===== src/rtl/rtg_pkg.sv =====
package rtg_pkg;
    localparam int TAG_W    = 4;
    localparam int NUM_TAGS = 1 << TAG_W;
    localparam int SEED_W   = 16;
    localparam int STATE_W  = 8 + SEED_W;

    typedef enum logic [0:0] {
        RG_IDLE = 1'b0,
        RG_DONE = 1'b1
    } rg_state_e;

    // Next unblocked value strictly after cur, modulo NUM_TAGS.
    function automatic logic [TAG_W-1:0] tag_after(
        input logic [TAG_W-1:0]    cur,
        input logic [NUM_TAGS-1:0] mask
    );
        logic [TAG_W-1:0] r;
        r = cur;
        for (int i = NUM_TAGS; i >= 1; i--) begin
            logic [TAG_W-1:0] c;
            c = TAG_W'(int'(cur) + i);
            if (!mask[c]) r = c;
        end
        return r;
    endfunction

    // First unblocked value at or after cur, modulo NUM_TAGS.
    function automatic logic [TAG_W-1:0] tag_settle(
        input logic [TAG_W-1:0]    cur,
        input logic [NUM_TAGS-1:0] mask
    );
        logic [TAG_W-1:0] r;
        r = cur;
        for (int i = NUM_TAGS - 1; i >= 0; i--) begin
            logic [TAG_W-1:0] c;
            c = TAG_W'(int'(cur) + i);
            if (!mask[c]) r = c;
        end
        return r;
    endfunction
endpackage


===== src/rtl/rtg_lfsr.sv =====
module rtg_lfsr
    import rtg_pkg::*;
#(
    parameter int STEPS = TAG_W
) (
    input  logic [SEED_W-1:0] seed_in,
    output logic [SEED_W-1:0] seed_out,
    output logic [STEPS-1:0]  step_cnt
);
    logic [SEED_W-1:0] chain [0:STEPS];

    assign chain[0] = seed_in;

    for (genvar k = 0; k < STEPS; k++) begin : g_step
        logic fb;
        assign fb          = chain[k][5] ^ chain[k][3] ^ chain[k][2] ^ chain[k][0];
        assign chain[k+1]  = {fb, chain[k][SEED_W-1:1]};
        assign step_cnt[k] = fb;
    end

    assign seed_out = chain[STEPS];
endmodule


===== src/rtl/rtg_walk.sv =====
module rtg_walk
    import rtg_pkg::*;
(
    input  logic [TAG_W-1:0]    start_tag,
    input  logic [TAG_W-1:0]    step_cnt,
    input  logic [NUM_TAGS-1:0] excl_mask,
    output logic [TAG_W-1:0]    tag_out
);
    localparam int STAGES = NUM_TAGS - 1;

    logic [TAG_W-1:0] hop [0:STAGES];
    logic             all_blocked;

    assign hop[0]      = start_tag;
    assign all_blocked = &excl_mask;

    for (genvar k = 1; k <= STAGES; k++) begin : g_hop
        assign hop[k] = (step_cnt >= TAG_W'(k)) ? tag_after(hop[k-1], excl_mask)
                                                : hop[k-1];
    end

    always_comb begin
        if (all_blocked)
            tag_out = '0;
        else if (step_cnt == '0)
            tag_out = tag_settle(start_tag, excl_mask);
        else
            tag_out = hop[STAGES];
    end
endmodule


===== src/rtl/rand_tag_gen.sv =====
module rand_tag_gen
    import rtg_pkg::*;
#(
    parameter int                PTR_W      = 64,
    parameter int                TAG_LSB    = 56,
    parameter logic [SEED_W-1:0] RESEED_VAL = 16'hACE1
) (
    input  logic                clk,
    input  logic                rst_n,
    input  logic                req_valid,
    input  logic [PTR_W-1:0]    req_ptr,
    input  logic [NUM_TAGS-1:0] req_excl,
    input  logic [NUM_TAGS:0]   ctrl_word,
    input  logic [STATE_W-1:0]  st_in,
    output logic                res_valid,
    output logic [PTR_W-1:0]    res_ptr,
    output logic [STATE_W-1:0]  st_out
);
    localparam int SEED_LSB = STATE_W - SEED_W;

    rg_state_e state_q, state_d;

    logic [NUM_TAGS-1:0] eff_mask;
    logic [NUM_TAGS-1:0] mask_q;
    logic [SEED_W-1:0]   seed_src;
    logic [SEED_W-1:0]   seed_new;
    logic [TAG_W-1:0]    step_cnt;
    logic [TAG_W-1:0]    tag_new;
    logic [PTR_W-1:0]    ptr_new;

    assign eff_mask = req_excl | ctrl_word[NUM_TAGS-1:0];

    always_comb begin
        seed_src = st_in[STATE_W-1:SEED_LSB];
        if (ctrl_word[NUM_TAGS] && (seed_src == '0))
            seed_src = RESEED_VAL;
    end

    rtg_lfsr #(.STEPS(TAG_W)) u_lfsr (
        .seed_in  (seed_src),
        .seed_out (seed_new),
        .step_cnt (step_cnt)
    );

    rtg_walk u_walk (
        .start_tag (st_in[TAG_W-1:0]),
        .step_cnt  (step_cnt),
        .excl_mask (eff_mask),
        .tag_out   (tag_new)
    );

    always_comb begin
        ptr_new = req_ptr;
        ptr_new[TAG_LSB +: TAG_W] = tag_new;
    end

    // Next-state logic
    always_comb begin
        state_d = state_q;
        unique case (state_q)
            RG_IDLE: state_d = req_valid ? RG_DONE : RG_IDLE;
            RG_DONE: state_d = req_valid ? RG_DONE : RG_IDLE;
            default: state_d = RG_IDLE;
        endcase
    end

    // State register
    always_ff @(posedge clk) begin
        if (!rst_n) state_q <= RG_IDLE;
        else        state_q <= state_d;
    end

    // Output registers
    always_ff @(posedge clk) begin
        if (!rst_n) begin
            res_ptr <= '0;
            st_out  <= '0;
            mask_q  <= '0;
        end else if (req_valid) begin
            res_ptr <= ptr_new;
            st_out  <= {seed_new, {(SEED_LSB-TAG_W){1'b0}}, tag_new};
            mask_q  <= eff_mask;
        end
    end

    assign res_valid = (state_q == RG_DONE);

    assert_valid_after_req_R1: assert property (@(posedge clk) disable iff (!rst_n)
        req_valid |=> res_valid);

    assert_quiet_without_req_R1: assert property (@(posedge clk) disable iff (!rst_n)
        !req_valid |=> !res_valid);

    assert_ptr_bits_kept_R2: assert property (@(posedge clk) disable iff (!rst_n)
        req_valid |=> ((res_ptr ^ $past(req_ptr)) &
                       ~({{(PTR_W-TAG_W){1'b0}}, {TAG_W{1'b1}}} << TAG_LSB)) == '0);

    assert_tag_not_blocked_R6: assert property (@(posedge clk) disable iff (!rst_n)
        (res_valid && !(&mask_q)) |-> !mask_q[res_ptr[TAG_LSB +: TAG_W]]);

    assert_all_blocked_zero_R5: assert property (@(posedge clk) disable iff (!rst_n)
        (res_valid && (&mask_q)) |-> (res_ptr[TAG_LSB +: TAG_W] == '0));

    assert_state_held_R9: assert property (@(posedge clk) disable iff (!rst_n)
        !req_valid |=> $stable(st_out));

    assert_state_tag_match_R9: assert property (@(posedge clk) disable iff (!rst_n)
        res_valid |-> (st_out[TAG_W-1:0] == res_ptr[TAG_LSB +: TAG_W]));
endmodule


===== config.mk =====
export PLATFORM = sky130hd
export DESIGN_NAME = rand_tag_gen
export DESIGN_NICKNAME = d
export VERILOG_FILES = /design/src/rtl/rtg_pkg.sv /design/src/rtl/rtg_lfsr.sv /design/src/rtl/rtg_walk.sv /design/src/rtl/rand_tag_gen.sv
export SDC_FILE = /design/constraint.sdc
export NUM_CORES = 2
export LEC_CHECK = 0
export ABC_AREA = 1
export CORE_UTILIZATION = 45
export DETAILED_ROUTE_END_ITERATION = 10
export SKIP_CTS_REPAIR_TIMING = 1
export SLEW_MARGIN = 10
export SYNTH_ARGS = -nofsm -noshare
export SYNTH_HDL_FRONTEND = slang
export SYNTH_SLANG_ARGS = --single-unit

===== constraint.sdc =====
create_clock -name clk -period 46.8 [get_ports clk]
set_clock_uncertainty 0.15 [all_clocks]
set_input_delay 9.36 -clock clk [delete_from_list [all_inputs] [get_ports clk]]
set_output_delay 9.36 -clock clk [all_outputs]
set_load 0.05 [all_outputs]

# Yosys cells after proc, flatten, opt, wreduce, memory -nomap -nowiden
# Index checks and enable logic that the tools add are counted.
[totals] mem_bits_rw=0 romBits=0 regBits=85 inputBits=124 latchBits=0 n_memories=0
[classes] eq_ne=0 div_mod_pow=0 n_bitwise=13 mux=757 order_cmp=256 reduce_logical=4 mul=0 n_shift=0 n_addsub=240
[ops] cell="less-than comparator 4 x 5 -> 1 bit (second input constant)" n=241
[ops] cell="2-to-1 mux 4 bit" n=273
[ops] cell="binary-select mux 1 bit (select 4 bit)" n=241
[ops] cell="adder 4 bit (second input constant)" n=120
[ops] cell="2-to-1 mux 1 bit" n=242
[ops] cell="adder 4 x 3 -> 4 bit (second input constant)" n=60
[ops] cell="adder 4 x 1 -> 4 bit (second input constant)" n=30
[ops] cell="adder 4 x 2 -> 4 bit (second input constant)" n=30
[ops] cell="greater-or-equal comparator 4 bit (second input constant)" n=8
[ops] cell="greater-or-equal comparator 4 x 3 -> 1 bit (second input constant)" n=4
[ops] cell="zero test 16 bit" n=1
[ops] cell="2-to-1 mux 16 bit" n=1
[ops] cell="bitwise OR 16 bit" n=1
[ops] cell="AND reduction 16 bit" n=1
[ops] cell="XOR 1 bit" n=12
[ops] cell="greater-or-equal comparator 4 x 2 -> 1 bit (second input constant)" n=2
[ops] cell="greater-or-equal comparator 4 x 1 -> 1 bit (second input constant)" n=1
[ops] cell="zero test 4 bit" n=1
[ops] cell="logical AND 1 bit" n=1

# Depth between registers and ports, before layout
[logic_depth] word_depth=302 mapped_depth=408

# Cells and area by module
# Synthesis repeated with hierarchy kept, for this count alone.
[unflattened] hier_cells=6041 hier_area_um2=32931.6
[by_module_without_submodules] module="rtg_walk" cells_each=5549 seq_area_each_um2=0.0 area_each_um2=29391.9 instances=1
[by_module_without_submodules] module="rand_tag_gen" cells_each=413 seq_area_each_um2=1621.6 area_each_um2=3158.0 instances=1
[by_module_without_submodules] module="rtg_lfsr" cells_each=79 seq_area_each_um2=0.0 area_each_um2=381.6 instances=1

# Worst setup path before layout
# OpenSTA, ideal clock, no wires.
[synth_path] path_kind="in2reg" from="input st_in[0]" to="register res_ptr[58]" setup_ns=0.123 t_arrival_ns=40.669 cell_stages=378 path_buffers=30 slack_ns=5.858 cell_sequence="buf_6 inv_8 buf_12 ha_1 inv_2 buf_2 nand3_1 nand3_1 nand3_1 nand2_1 nand2_1 nand3_1 nand2_1 nand2_1 nand2_1 nand2_1 nand2_1 nand2_1 [... 342 more ...] nand2_1 nand2_1 nand2_1 nand2_1 nand2_1 nand2_1 nand2_1 nand2_1 nand2_1 nand2_1 nand2_1 nand2_1 nand2_1 nand2_1 nand2_1 nand2_1 nand2_1 a21oi_1"
[synth_between] elab_chain_cells=302 elab_cells_between_ends=995
[synth_lines] element="start, declared" line="rand_tag_gen.sv:14" source="input logic [STATE_W-1:0] st_in,"
[synth_lines] element="adder 4 x 1 -> 4 bit" line="rtg_pkg.sv:21" source="c = TAG_W'(int'(cur) + i);"
[synth_lines] element="binary-select mux 1 bit (select 4 bit)" line="rtg_pkg.sv:22" source="if (!mask[c]) r = c;"
[synth_lines] element="2-to-1 mux 1 bit (implied by the code)" line="rtg_pkg.sv:22"
[synth_lines] element="2-to-1 mux 4 bit (16 in a row)" line="rtg_pkg.sv:22"
[synth_lines] element="2-to-1 mux 4 bit" line="rtg_walk.sv:18" source="assign hop[k] = (step_cnt >= TAG_W'(k)) ? tag_after(hop[k-1], excl_mask)"
[synth_lines] element="adder 4 x 1 -> 4 bit" line="rtg_pkg.sv:21"
[synth_lines] element="binary-select mux 1 bit (select 4 bit)" line="rtg_pkg.sv:22"
[synth_lines] element="2-to-1 mux 1 bit (implied by the code)" line="rtg_pkg.sv:22"
[synth_lines] element="[... 256 more ...]"
[synth_lines] element="2-to-1 mux 4 bit" line="rtg_walk.sv:18"
[synth_lines] element="adder 4 x 1 -> 4 bit" line="rtg_pkg.sv:21"
[synth_lines] element="binary-select mux 1 bit (select 4 bit)" line="rtg_pkg.sv:22"
[synth_lines] element="2-to-1 mux 1 bit (implied by the code)" line="rtg_pkg.sv:22"
[synth_lines] element="2-to-1 mux 4 bit (16 in a row)" line="rtg_pkg.sv:22"
[synth_lines] element="2-to-1 mux 4 bit" line="rtg_walk.sv:18"
[synth_lines] element="2-to-1 mux 4 bit *" line="rtg_walk.sv:25" source="else if (step_cnt == '0)"
[synth_lines] element="2-to-1 mux 4 bit *" line="rtg_walk.sv:23" source="if (all_blocked)"
[synth_lines] element="end signal, assigned" line="rand_tag_gen.sv:80" source="res_ptr <= ptr_new;"
[synth_lines] element="end, declared" line="rand_tag_gen.sv:16" source="output logic [PTR_W-1:0] res_ptr,"
# Mark *: on every way between the ends. The rest lies on a longest branch, timed or not. The select of a mux whose other input is x is not followed.
# A chain may end at the register's enable or synchronous reset.

# Worst setup path in the final report
[layout_path] from="input st_in[10]" to="register res_ptr[56]"
[layout_between] elab_chain_cells=290 elab_cells_between_ends=944
[layout_lines] element="zero test 16 bit" line="rand_tag_gen.sv:35" source="if (ctrl_word[NUM_TAGS] && (seed_src == '0))"
[layout_lines] element="logical AND 1 bit" line="rand_tag_gen.sv:35"
[layout_lines] element="2-to-1 mux 16 bit *" line="rand_tag_gen.sv:35"
[layout_lines] element="XOR 1 bit (3 in a row)" line="rtg_lfsr.sv:16" source="assign fb = chain[k][5] ^ chain[k][3] ^ chain[k][2] ^ chain[k][0];"
[layout_lines] element="greater-or-equal comparator 4 x 1 -> 1 bit" line="rtg_walk.sv:18"
[layout_lines] element="2-to-1 mux 4 bit" line="rtg_walk.sv:18"
[layout_lines] element="adder 4 x 1 -> 4 bit" line="rtg_pkg.sv:21"
[layout_lines] element="binary-select mux 1 bit (select 4 bit)" line="rtg_pkg.sv:22"
[layout_lines] element="[... 257 more ...]"
[layout_lines] element="2-to-1 mux 4 bit" line="rtg_walk.sv:18"
[layout_lines] element="adder 4 x 1 -> 4 bit" line="rtg_pkg.sv:21"
[layout_lines] element="binary-select mux 1 bit (select 4 bit)" line="rtg_pkg.sv:22"
[layout_lines] element="2-to-1 mux 1 bit (implied by the code)" line="rtg_pkg.sv:22"
[layout_lines] element="2-to-1 mux 4 bit (16 in a row)" line="rtg_pkg.sv:22"
[layout_lines] element="2-to-1 mux 4 bit" line="rtg_walk.sv:18"
[layout_lines] element="2-to-1 mux 4 bit *" line="rtg_walk.sv:25"
[layout_lines] element="2-to-1 mux 4 bit *" line="rtg_walk.sv:23"
# Marks and branches as above.

==> flow_summary.toml <==
[global_route]
grt_use_met1 = 0.430
first_global_vias = 35700
use_met3 = 0.0364
busiest_layer = "met2"
grt_first_pass_wirelength_um = 195000
antenna_found_initial = 0
grt_start_max_net_pins = 71
grt-ovfl-total = 0
track_usage = 0.312
grt_use_met2 = 0.508

[synth]
synth_area_um2 = 34100
synth.avg_cell_area_um2 = 5.81
ys_seq_area_frac = 0.0475
synth_cells = 5878
synth-seq-cells = 81
async_flop_share = 0
synth.distinct_cells = 74
ys.warnings.count = 0
synth_enable_flop_cells = 0
synthFlopType = "dfxtp_1"

[die]
fp.coreArea_um2 = 74700
die_w_um = 277
die_y_um = 277
rows = 100
ios = 213
dieArea_um2 = 76900
start_util = 0.457

[detailed_routing]
antenna_left = 0
avgViaCountPerCell = 5.38
wl_um = 126000
avgRoutedWirePerCell_um = 16.8
first_iter_violations = 3587
dr_total_vias = 40400
firstDrtPassIters = 7
drc_errors = 0

[worst_setup_path]
cp-end-kind = "flop"
cp_slowest_cell = "clkdlybuf4s50_1"
arrival_ns = 43.22
critPathKind = "input pin to flop"
worstPathRequired_ns = 46.93
path_delay_family = "simple AND/OR/NAND/NOR gates"
cp_max_fo = 19
path_common_cell = "nand2_1"
cp-start-kind = "input pin"
critPathMaxStageDelay_ns = 0.48
cp_num_buf_inv = 42

[cts]
cts_buffer_depth = 2
htree_levels = 3
clock_latency_ns = 0.34
cts_sinks = 81
cts_buffers = 9
clkTransAtPathRegs_ns = 0.06
cts-root-buf = "clkbuf_16"
cts_tree = "yes"

[final_layout]
fillers = 7821
synthToLayoutAreaGrowth_pct = 19.1
n_antenna_cell = 0
drive_gt1_frac = 0.272
layout.nets = 6750

[flow_run]
drv_cap = 0

[timing]
slew_viol_final = 0
setup_slack_ns = 3.71
finalSetupViolCount = 0
fmax_mhz = 23.2
slew_headroom = 0.224
finalHoldViolCount = 0
min_period_ns = 43.09
post-route-period-util = 0.921
tightestPinTransition_ns = 1.15

[placement]
pre_cts_slack_ns = 1.52
gp_congestion = 1.00
io_buffers = 200
hpwl_um = 96500

[status]
status = "finished clean"

[min_path]
hp-class = "flop to flop"
-- worst min-delay path: cells and delay by family, from the launching register on --
kind	cells	cell delay [ns]
flops	1	0.31
compound gates	1	0.05
simple gates	1	0.06
-- area by class of cell --
cell class,count,area [µm²],share of cell area
multi-input cells,4924,27700,0.681
clock inverters,5,40.0,0.000985
repair inverters,4,30.0,0.000739
well taps,969,1210,0.0298
repair buffers,839,6980,0.172
inverters,662,2840,0.0698
clock buffers,11,243,0.00597
flip-flops and latches,81,1620,0.0399
-- synth_stat cells, types with 58 or more instances --
library cell	n	share of area
nand2_1	1774	0.20
nand2_4	178	0.059
o21ai_0	84	0.012
nand2_2	391	0.072
inv_2	121	0.013
clkbuf_8	58	0.023
nand3_2	130	0.038
a21oi_1	426	0.062
ha_1	105	0.038
dfxtp_1	81	0.048
nor2_1	232	0.026
inv_1	492	0.054
nand3_1	1205	0.18
-- cell families (layout without fill, tap and decap cells) --
family	Yosys count	count (layout)	share of synthesized area
simple gates	4024	4026	0.611
buf+inv	878	1521	0.154
compound gates	689	689	0.117
flops	81	81	0.0475
fa+ha+maj	105	105	0.0385
other cells	1	4	0.000110
xor+xnor	100	100	0.0317
-- routing by layer --
layer  routed length [µm]  share of wire  up-vias
met4                 3910          0.031        0
met5                    0              0        -
met1                56300           0.45    18200
met2                55700           0.44     1491
li1                     -              -    20400
met3                 9900          0.079      246
-- metrics by stage --
| step | cells | setup TNS [ns] | utilization | hold slack (ns) | instance area [µm²] |
|---|---|---|---|---|---|
| after global placement | 7417 | 0 | 0.527 | 0.299 | 39300 |
| after floorplan | 5881 | 0 | - | 0.530 | 34100 |
| after detailed placement | 7417 | 0 | 0.527 | 0.312 | 39300 |
| final | 7495 | 0 | 0.544 | 0.325 | 40700 |
| after CTS | 7433 | 0 | 0.530 | 0.319 | 39600 |
| after global routing | 7495 | -0.117 | 0.544 | 0.357 | 40700 |
-- placed cells by master, fill, tap and decap left out, types with 13 or more instances in the layout --
cell type,instances
nand2_1,1769
nand3_1,1200
buf_4,615
inv_1,463
a21oi_1,424
nand2_2,393
nor2_1,232
clkdlybuf4s50_1,193
nand2_4,177
inv_2,134
nand3_2,134
ha_1,89
o21ai_0,84
dfxtp_1,81
xor2_1,53
a31oi_1,35
o21ai_1,34
nand2_8,32
o21ai_2,22
xnor2_1,20
nor2_2,20
o211ai_1,18
a21oi_2,17
nor2_8,16
inv_4,16
xor2_2,15
nand3_4,15
bufinv_8,14
clkinvlp_4,14
buf_6,13
-- registers in the layout, summed over array words and instances, names as in the netlist --
register / flops
res_ptr: 64
st_out: 16
res_valid: 1
-- path summary, 6_finish.rpt --
kind	from	to	slack (ns)	cells past startpoint
worst max-delay path	st_in[10]	res_ptr[56]$_SDFFE_PN0P_	3.71	343
worst min-delay path	st_out[18]$_SDFFE_PN0P_	st_out[18]$_SDFFE_PN0P_	0.32	2
worst max register to register	res_ptr[56]$_SDFFE_PN0P_	res_ptr[56]$_SDFFE_PN0P_	45.83	2
worst min register to register	st_out[18]$_SDFFE_PN0P_	st_out[18]$_SDFFE_PN0P_	0.32	2
Power is not shown: default switching activity piles up to over one toggle a cycle in this logic, so the estimate is an artifact.
